--- src/rtl/mdio_pkg.sv ---
package mdio_pkg;
  localparam int FRAME_LEN = 32;
  localparam int PRE_LEN   = 32;
  localparam int CNT_W     = $clog2(FRAME_LEN);
  localparam int TA_IDX    = 14;
  localparam int DATA_IDX  = 16;

  typedef struct packed {
    logic load;
    logic shift;
    logic sample;
    logic finish;
  } mdioStrobe_t;

  typedef enum logic [1:0] {
    ST_IDLE,
    ST_PRE,
    ST_FRAME
  } mdioState_t;
endpackage

--- src/rtl/mdio_ctrl.sv ---
module mdio_ctrl
  import mdio_pkg::*;
#(
  parameter int DIV_W = 7
) (
  input  logic             clk,
  input  logic             rstN,
  input  logic             dataWr,
  input  logic [DIV_W-1:0] cfgDiv,
  input  logic             cfgPre,
  input  logic             wordRead,
  output mdioStrobe_t      strobe,
  output logic             busy,
  output logic             inFrame,
  output logic             mdc,
  output logic             oe
);
  localparam logic [CNT_W-1:0] LAST_BIT = CNT_W'(FRAME_LEN - 1);

  mdioState_t       state;
  logic [DIV_W-1:0] divCnt;
  logic [DIV_W-1:0] divLat;
  logic [CNT_W-1:0] bitCnt;
  logic             mdcQ;
  logic             rdLat;
  logic             halfEnd;
  logic             start;
  logic             lastBit;

  assign start   = dataWr && (state == ST_IDLE);
  assign halfEnd = (state != ST_IDLE) && (divCnt == divLat - DIV_W'(1));
  assign lastBit = (bitCnt == LAST_BIT);

  always_ff @(posedge clk or negedge rstN) begin
    if (!rstN) begin
      state  <= ST_IDLE;
      divCnt <= '0;
      divLat <= DIV_W'(1);
      bitCnt <= '0;
      mdcQ   <= 1'b0;
      rdLat  <= 1'b0;
    end else begin
      case (state)
        ST_IDLE: begin
          if (start) begin
            state  <= cfgPre ? ST_PRE : ST_FRAME;
            divLat <= (cfgDiv == '0) ? DIV_W'(1) : cfgDiv;
            rdLat  <= wordRead;
            divCnt <= '0;
            bitCnt <= '0;
            mdcQ   <= 1'b0;
          end
        end
        default: begin
          if (halfEnd) begin
            divCnt <= '0;
            mdcQ   <= ~mdcQ;
            if (mdcQ) begin
              if (lastBit) begin
                bitCnt <= '0;
                state  <= (state == ST_PRE) ? ST_FRAME : ST_IDLE;
              end else begin
                bitCnt <= bitCnt + CNT_W'(1);
              end
            end
          end else begin
            divCnt <= divCnt + DIV_W'(1);
          end
        end
      endcase
    end
  end

  always_comb begin
    strobe        = '0;
    strobe.load   = start;
    strobe.shift  = (state == ST_FRAME) && halfEnd && mdcQ && !lastBit;
    strobe.finish = (state == ST_FRAME) && halfEnd && mdcQ && lastBit;
    strobe.sample = (state == ST_FRAME) && halfEnd && !mdcQ && rdLat &&
                    (bitCnt >= CNT_W'(DATA_IDX));
  end

  assign busy    = (state != ST_IDLE);
  assign inFrame = (state == ST_FRAME);
  assign mdc     = mdcQ;
  assign oe      = (state == ST_PRE) ||
                   ((state == ST_FRAME) && (!rdLat || (bitCnt < CNT_W'(TA_IDX))));
endmodule

--- src/rtl/mdio_dp.sv ---
module mdio_dp
  import mdio_pkg::*;
#(
  parameter int         DIV_W    = 7,
  parameter logic [4:0] PHY_ADDR = 5'd0
) (
  input  logic             clk,
  input  logic             rstN,
  input  logic             cfgWr,
  input  logic [31:0]      wrData,
  input  mdioStrobe_t      strobe,
  input  logic             inFrame,
  input  logic             mdioIn,
  output logic [DIV_W-1:0] cfgDiv,
  output logic             cfgPre,
  output logic [31:0]      ctrlOut,
  output logic [31:0]      dataOut,
  output logic             mdioOut
);
  localparam int PRE_BIT    = 7;
  localparam int DONE_BIT   = 8;
  localparam int LAYOUT_BIT = 9;

  logic [DIV_W-1:0] divQ;
  logic             preQ;
  logic             layoutQ;
  logic             doneQ;
  logic [31:0]      dataQ;
  logic [31:0]      shiftQ;
  logic [15:0]      capQ;
  logic             frameRead;
  logic [4:0]       phyField;
  logic [4:0]       regField;
  logic [31:0]      frameWord;

  always_comb begin
    if (layoutQ) begin
      phyField = PHY_ADDR;
      regField = wrData[22:18];
    end else begin
      phyField = wrData[26:22];
      regField = {1'b0, wrData[21:18]};
    end
    frameWord = {wrData[31:30], wrData[29:28], phyField, regField,
                 wrData[17:16], wrData[15:0]};
  end

  always_ff @(posedge clk or negedge rstN) begin
    if (!rstN) begin
      divQ    <= '0;
      preQ    <= 1'b0;
      layoutQ <= 1'b0;
      doneQ   <= 1'b0;
    end else begin
      if (cfgWr) begin
        divQ    <= wrData[DIV_W-1:0];
        preQ    <= wrData[PRE_BIT];
        layoutQ <= wrData[LAYOUT_BIT];
      end
      if (strobe.finish) begin
        doneQ <= 1'b1;
      end else if (cfgWr) begin
        doneQ <= 1'b0;
      end
    end
  end

  always_ff @(posedge clk or negedge rstN) begin
    if (!rstN) begin
      dataQ     <= '0;
      shiftQ    <= '0;
      capQ      <= '0;
      frameRead <= 1'b0;
    end else begin
      if (strobe.load) begin
        dataQ     <= wrData;
        shiftQ    <= frameWord;
        frameRead <= wrData[29];
      end else begin
        if (strobe.shift) begin
          shiftQ <= {shiftQ[30:0], 1'b0};
        end
        if (strobe.sample) begin
          capQ <= {capQ[14:0], mdioIn};
        end
        if (strobe.finish && frameRead) begin
          dataQ[15:0] <= capQ;
        end
      end
    end
  end

  always_comb begin
    ctrlOut                  = '0;
    ctrlOut[DIV_W-1:0]       = divQ;
    ctrlOut[PRE_BIT]         = preQ;
    ctrlOut[DONE_BIT]        = doneQ;
    ctrlOut[LAYOUT_BIT]      = layoutQ;
  end

  assign dataOut = dataQ;
  assign mdioOut = inFrame ? shiftQ[31] : 1'b1;
  assign cfgDiv  = divQ;
  assign cfgPre  = preQ;
endmodule

--- src/rtl/mdio_master.sv ---
module mdio_master
  import mdio_pkg::*;
#(
  parameter int         DIV_W    = 7,
  parameter logic [4:0] PHY_ADDR = 5'd0
) (
  input  logic        clk,
  input  logic        rstN,
  input  logic        wrEn,
  input  logic        wrSel,
  input  logic [31:0] wrData,
  output logic [31:0] ctrlOut,
  output logic [31:0] dataOut,
  output logic        mdc,
  output logic        mdioOut,
  output logic        mdioOe,
  input  logic        mdioIn
);
  mdioStrobe_t      strobe;
  logic             busy;
  logic             inFrame;
  logic [DIV_W-1:0] cfgDiv;
  logic             cfgPre;
  logic             dataWr;
  logic             cfgWr;

  assign dataWr = wrEn && wrSel;
  assign cfgWr  = wrEn && !wrSel;

  mdio_ctrl #(.DIV_W(DIV_W)) u_ctrl (
    .clk      (clk),
    .rstN     (rstN),
    .dataWr   (dataWr),
    .cfgDiv   (cfgDiv),
    .cfgPre   (cfgPre),
    .wordRead (wrData[29]),
    .strobe   (strobe),
    .busy     (busy),
    .inFrame  (inFrame),
    .mdc      (mdc),
    .oe       (mdioOe)
  );

  mdio_dp #(.DIV_W(DIV_W), .PHY_ADDR(PHY_ADDR)) u_dp (
    .clk     (clk),
    .rstN    (rstN),
    .cfgWr   (cfgWr),
    .wrData  (wrData),
    .strobe  (strobe),
    .inFrame (inFrame),
    .mdioIn  (mdioIn),
    .cfgDiv  (cfgDiv),
    .cfgPre  (cfgPre),
    .ctrlOut (ctrlOut),
    .dataOut (dataOut),
    .mdioOut (mdioOut)
  );
endmodule

--- config.mk ---
export PLATFORM = sky130hd
export DESIGN_NAME = mdio_master
export DESIGN_NICKNAME = d
export VERILOG_FILES = /design/src/rtl/mdio_pkg.sv /design/src/rtl/mdio_ctrl.sv /design/src/rtl/mdio_dp.sv /design/src/rtl/mdio_master.sv
export SDC_FILE = /design/constraint.sdc
export NUM_CORES = 1
export LEC_CHECK = 0
export BUFFER_PORTS_ARGS = -buffer_cell sky130_fd_sc_hd__buf_2
export CAP_MARGIN = 10
export CORE_MARGIN = 2
export CORE_UTILIZATION = 30
export CTS_BUF_LIST = sky130_fd_sc_hd__clkbuf_2
export DETAILED_ROUTE_END_ITERATION = 16
export GPL_TIMING_DRIVEN = 1
export HOLD_SLACK_MARGIN = 0.02
export PLACE_DENSITY = 0.52
export SYNTH_ARGS = -nofsm -noshare
export SYNTH_HDL_FRONTEND = slang
export SYNTH_SLANG_ARGS = --single-unit
--- constraint.sdc ---
create_clock -name clk -period 3.7 [get_ports clk]
set_input_delay 0.185 -clock clk [delete_from_list [all_inputs] [get_ports clk]]
set_output_delay 0.185 -clock clk [all_outputs]
set_load 0.02 [all_outputs]
Word level (Yosys, flattened, before mapping)
Index checks and enable logic that the tools add are counted.
{"block": "word_totals", "reg_bits": 114, "inputBits": 37, "output_inout_bits": 67, "wordCells": 88}
{"block": "classes", "n_addsub": 3, "magnitude_cmp": 2, "eq_ne": 5, "muxes": 28, "bitwise_logic": 2, "n_reduce_logical": 33}
{"op": "32-bit 2-to-1 mux", "count": 2}
{"op": "5-bit 2-to-1 mux", "count": 7}
{"op": "16-bit 2-to-1 mux", "count": 2}
{"op": "7-bit 2-to-1 mux", "count": 4}
{"op": "2-bit 2-to-1 mux", "count": 7}
{"op": "2-bit nonzero test", "count": 7}
{"op": "1-bit logical AND", "count": 13}
{"op": "7-bit by 1-bit adder with 7-bit output (second input constant)", "count": 1}
{"op": "7-bit == test", "count": 1}
{"op": "7-bit zero test", "count": 1}
{"op": "7-bit by 1-bit subtractor with 7-bit output (second input constant)", "count": 1}
{"op": "1-bit 2-to-1 mux", "count": 6}
{"op": "2-bit AND reduction", "count": 3}
{"op": "5-bit by 1-bit adder with 5-bit output (second input constant)", "count": 1}
{"op": "5-bit == test (second input constant)", "count": 1}
{"op": "5-bit >= comparator (second input constant)", "count": 1}
{"op": "5-bit by 4-bit less-than comparator with 1-bit output (second input constant)", "count": 1}
{"op": "1-bit zero test", "count": 4}
{"op": "4-bit AND reduction", "count": 1}
{"op": "3-bit AND reduction", "count": 1}
{"op": "2-bit by 1-bit == test with 1-bit output (second input constant)", "count": 1}
{"op": "2-bit == test (second input constant)", "count": 1}
{"op": "2-bit zero test", "count": 1}
{"op": "1-bit logical OR", "count": 2}
{"op": "other kinds (2)", "count": 3}

Longest topological paths before layout
{"block": "logic_depth", "word_depth": 9, "ltp_mapped": 10, "mapped_depth_nobuf": 8}

Modules after synthesis
From an unflattened synthesis, not the netlist that was laid out.
{"block": "unflattened", "cells_unflattened": 490, "area_unflattened_um2": 5652.9}
{"mod": "mdio_dp", "instances": 1, "cells_per_inst": 333, "area_each_um2": 4216.5, "seq_area_each_um2": 2252.2}
{"mod": "mdio_ctrl", "instances": 1, "cells_per_inst": 155, "area_each_um2": 1420.1, "seq_area_each_um2": 576.8}
{"mod": "mdio_master", "instances": 1, "cells_per_inst": 2, "area_each_um2": 16.3, "seq_area_each_um2": 0.0}

Least setup slack after synthesis
Ideal clock, no wire load.
{"block": "synth_path", "path_kind": "register -> register", "startpoint": "reg u_ctrl.divLat[0]", "endpoint": "reg u_dp.capQ[10]", "setup_time_ns": 0.125, "arrival_time_ns": 2.583, "required_ns": 3.575, "slack_ns": 0.992, "path_stages_with_launch": 10, "path_buffers": 1, "period_less_slack_ns": 2.708, "cell_sequence": "dfstp_2 inv_1 ha_1 and2b_1 o31a_1 a211oi_4 nand2_4 nor4_4 buf_8 mux2_4"}
{"block": "synth_between", "elab_chain_len": 8}
{"item": "start: declaration", "line": "mdio_ctrl.sv:22", "text": "logic [DIV_W-1:0] divLat;"}
{"item": "start signal: assignment", "line": "mdio_ctrl.sv:47", "text": "divLat <= (cfgDiv == '0) ? DIV_W'(1) : cfgDiv;"}
{"item": "7-bit by 1-bit subtractor with 7-bit output", "line": "mdio_ctrl.sv:31", "text": "assign halfEnd = (state != ST_IDLE) && (divCnt == divLat - DIV_W'(1));"}
{"item": "7-bit == test", "line": "mdio_ctrl.sv:31"}
{"item": "1-bit logical AND", "line": "mdio_ctrl.sv:31"}
{"item": "1-bit logical AND (4 in a row)", "line": "mdio_ctrl.sv:79", "text": "strobe.sample = (state == ST_FRAME) && halfEnd && !mdcQ && rdLat &&"}
{"item": "2-bit AND reduction (no source line)"}
{"item": "end signal: assignment", "line": "mdio_dp.sv:84", "text": "capQ <= {capQ[14:0], mdioIn};"}
{"item": "end: declaration", "line": "mdio_dp.sv:30", "text": "logic [15:0] capQ;"}
Every way passes these cells.
A chain may end at the register's enable or synchronous reset.

Final worst setup path
{"block": "layout_path", "startpoint": "reg u_ctrl.divLat[0]", "endpoint": "reg u_dp.shiftQ[18]"}
{"block": "layout_between", "elab_chain_len": 7}
{"item": "7-bit by 1-bit subtractor with 7-bit output", "line": "mdio_ctrl.sv:31"}
{"item": "7-bit == test", "line": "mdio_ctrl.sv:31"}
{"item": "1-bit logical AND", "line": "mdio_ctrl.sv:31"}
{"item": "1-bit logical AND (3 in a row)", "line": "mdio_ctrl.sv:77", "text": "strobe.shift = (state == ST_FRAME) && halfEnd && mdcQ && !lastBit;"}
{"item": "2-bit nonzero test (no source line)"}
{"item": "end signal: assignment", "line": "mdio_dp.sv:77", "text": "shiftQ <= frameWord;"}
{"item": "end signal: assignment", "line": "mdio_dp.sv:81", "text": "shiftQ <= {shiftQ[30:0], 1'b0};"}
{"item": "end: declaration", "line": "mdio_dp.sv:29", "text": "logic [31:0] shiftQ;"}
Every way passes these cells.

==> reports/summary.txt <==
Starting Density: 0.307
Root buffer cell: clkbuf_2
Post-layout power: 2.44 mW
Antenna Nets Post-Route: 0
Gr ovfl total: 0
Setup CP Type: reg2reg
Clk_lat worst skew: 0.61 ns
Static leakage: 2.85 nW
Post-DP HPWL: 8700 µm
CP arrival: 3.55 ns
Horiz. Die Dim: 137 µm
PD cells: 385 nW/µm²
CTS H-Tree Depth: 3
Fmax: 329 MHz
Final period util: 0.822
Final Non-Filler Cells: 819
CP Capture Type: flop
VDD IR max: 0.000167 V
Worst Skew: 0.0251 ns
P&R area growth vs syn: 18.9%
Critical Path Start Type: flop
Vias in the first global route: 3775
DR pass1 iterations: 4
First-pass GRT wire length: 19700 µm
Final #Nets: 630
Std-Cell Rows: 48
WP data required: 4.21 ns
Post-Syn Area: 5330 µm²
Clock sinks: 112
Most common cell after layout, fill and taps aside: dfrtp_1
Worst-path clk slew: 0.28 ns
Design Area, Final: 6340 µm²
Fraction of layout cells with a size suffix above 1: 0.239
Die ar.: 18800 µm²
Ports: 104
Placer Congestion: 0.780
Setup violators final: 0
Core area: 17400 µm²
Placed cells: 767
Total negative slack: 0 ns
Maxcap violations: 0
Drt wl/cell: 14.8 µm
Residual DRC count: 0
Post-synthesis sequential area ratio: 0.526
Number of CTS-inserted buffers: 9
Most frequent cells in the layout: 111 x dfrtp_1, 80 x buf_2, 75 x nand2_1, 38 x mux2i_1, 36 x dlygate4sd3_1
CTS tree: built
Initial antenna violation count: 1
Outcome: complete, no violations
Crit path time final: 3.04 ns
Final hold viol count: 0
DRT Wirelength: 12100 µm
Post-Syn Area per Cell: 11.1 µm²
Fill cells: 1726
Chip height: 137 µm
Vias per std cell: 4.68
Global Route Usage Sum: 0.135
Synth cell types: 53
Predominant post-synthesis flop cell: dfrtp_1
RSZ-0062 raised after global routing: no
Hold crit path type: in2async
Final core utilization: 0.365
Crit-path max FO: 17
Largest net degree at the start of global routing: 64
# Post-CTS Setup Buffers: 0
CTS Buffer Depth: 2
Synth Warn #: 0
Async S/R FF share, synth: 1.00
Placed Area: 5870 µm²
Max Slew Vio Count: 0
Number of flops mapped to enable cells by yosys: 0
Worst slew pin tran: 0.990 ns
Worst slew margin: 0.340
# port buffers: 81
Flops & latches, synth: 112
Vias: 3832
Initial DRC count: 180
Cells after Synth: 481
[flip-flops by register name, summed over array words and instances, names as in the netlist]
signal         cells
u_dp.shiftQ       32
u_dp.dataOut      31
u_dp.capQ         16
u_ctrl.divCnt      7
u_ctrl.divLat      7
u_dp.cfgDiv        7
u_ctrl.bitCnt      5
u_ctrl.state       2
u_ctrl.mdc         1
u_ctrl.rdLat       1
u_dp.cfgPre        1
u_dp.doneQ         1
u_dp.layoutQ       1
[final timing paths]
kind / slack, ns / start / depth (start not counted) / endpoint
worst max register to register: 0.66 / u_ctrl.divLat[0] / 9 / u_dp.shiftQ[18]
min in group clk: 0.29 / wrData[27] / 4 / u_dp.dataOut[27]
max in group asynchronous: 2.61 / rstN / 3 / u_dp.capQ[14]
worst min register to register: 0.51 / u_dp.dataOut[20] / 2 / u_dp.dataOut[20]
worst min-delay path: 0.17 / rstN / 2 / u_ctrl.divCnt[1]
worst max-delay path: 0.66 / u_ctrl.divLat[0] / 9 / u_dp.shiftQ[18]
[cells in the mapped netlist, types with 10 or more instances]
cell        n  area share
a221o_1    11       0.021
nand2_1    75       0.053
nor2_1     15       0.011
buf_4      29       0.041
mux2i_1    38       0.071
o21ai_0    27       0.025
dfrtp_1   111        0.52
and2_1     11       0.013
mux2_4     10       0.028
clkbuf_1   13      0.0092
mux2_2     17       0.036
a21oi_1    26       0.024
[metal layers]
layer	up-vias	GRT usage	routed length, µm
met1	1883	0.185	5820
met4	0	0.0544	243
li1	1861	-	-
met5	-	0	0
met2	72	0.208	5550
met3	16	0.0313	492
[timing repair]
action | CTS | global route
gates resized for setup | 0 | 0
hold endpoints to repair | 135 | 0
hold buffers | 36 | 0
[power breakdown]
group | internal, mW | leakage, nW | total, mW | switching, mW
Sequential | 1.32 | 1.31 | 1.44 | 0.118
Combinational | 0.215 | 1.47 | 0.463 | 0.248
Clock | 0.154 | 0.0655 | 0.539 | 0.384
[per-stage QoR]
step / hold slack (ns) / setup WS (ns)
after floorplan: -0.111 / 0.992
after global placement: 0.319 / 0.757
after detailed placement: 0.343 / 0.654
after CTS: 0.139 / 0.630
after global routing: 0.167 / 0.451
final: 0.167 / 0.659
[layout make-up]
cell class              count  area (µm²)  area share
flip-flops and latches    112        2800       0.443
multi-input cells         339        2300       0.363
repair buffers            124         833       0.132
well taps                 225         282      0.0444
clock buffers              11        55.1     0.00869
clock inverters             4        46.3     0.00731
inverters                   3        11.3     0.00178
diodes                      1        2.50    0.000395
[critical path, cell delays in order, from the launching register on]
cell,delay [ns]
dfstp_2,0.62
inv_1,0.06
ha_1,0.23
and2b_1,0.17
o31a_1,0.27
a211oi_4,0.38
and4b_2,0.66
buf_12,0.24
mux2i_1,0.20
o21ai_0,0.09
[logic make-up after synthesis]
| family | share of synthesized area |
|---|---|
| adder cells (fa/ha/maj) | 0.00939 |
| AND/OR/NAND/NOR | 0.147 |
| other | 0.000704 |
| XOR/XNOR | 0.0115 |
| flip-flops | 0.526 |
| multiplexers | 0.135 |
| buffers and inverters | 0.0592 |
| AO/OA/AOI/OAI | 0.111 |
Note: power is estimated with default switching activity, not from simulation.
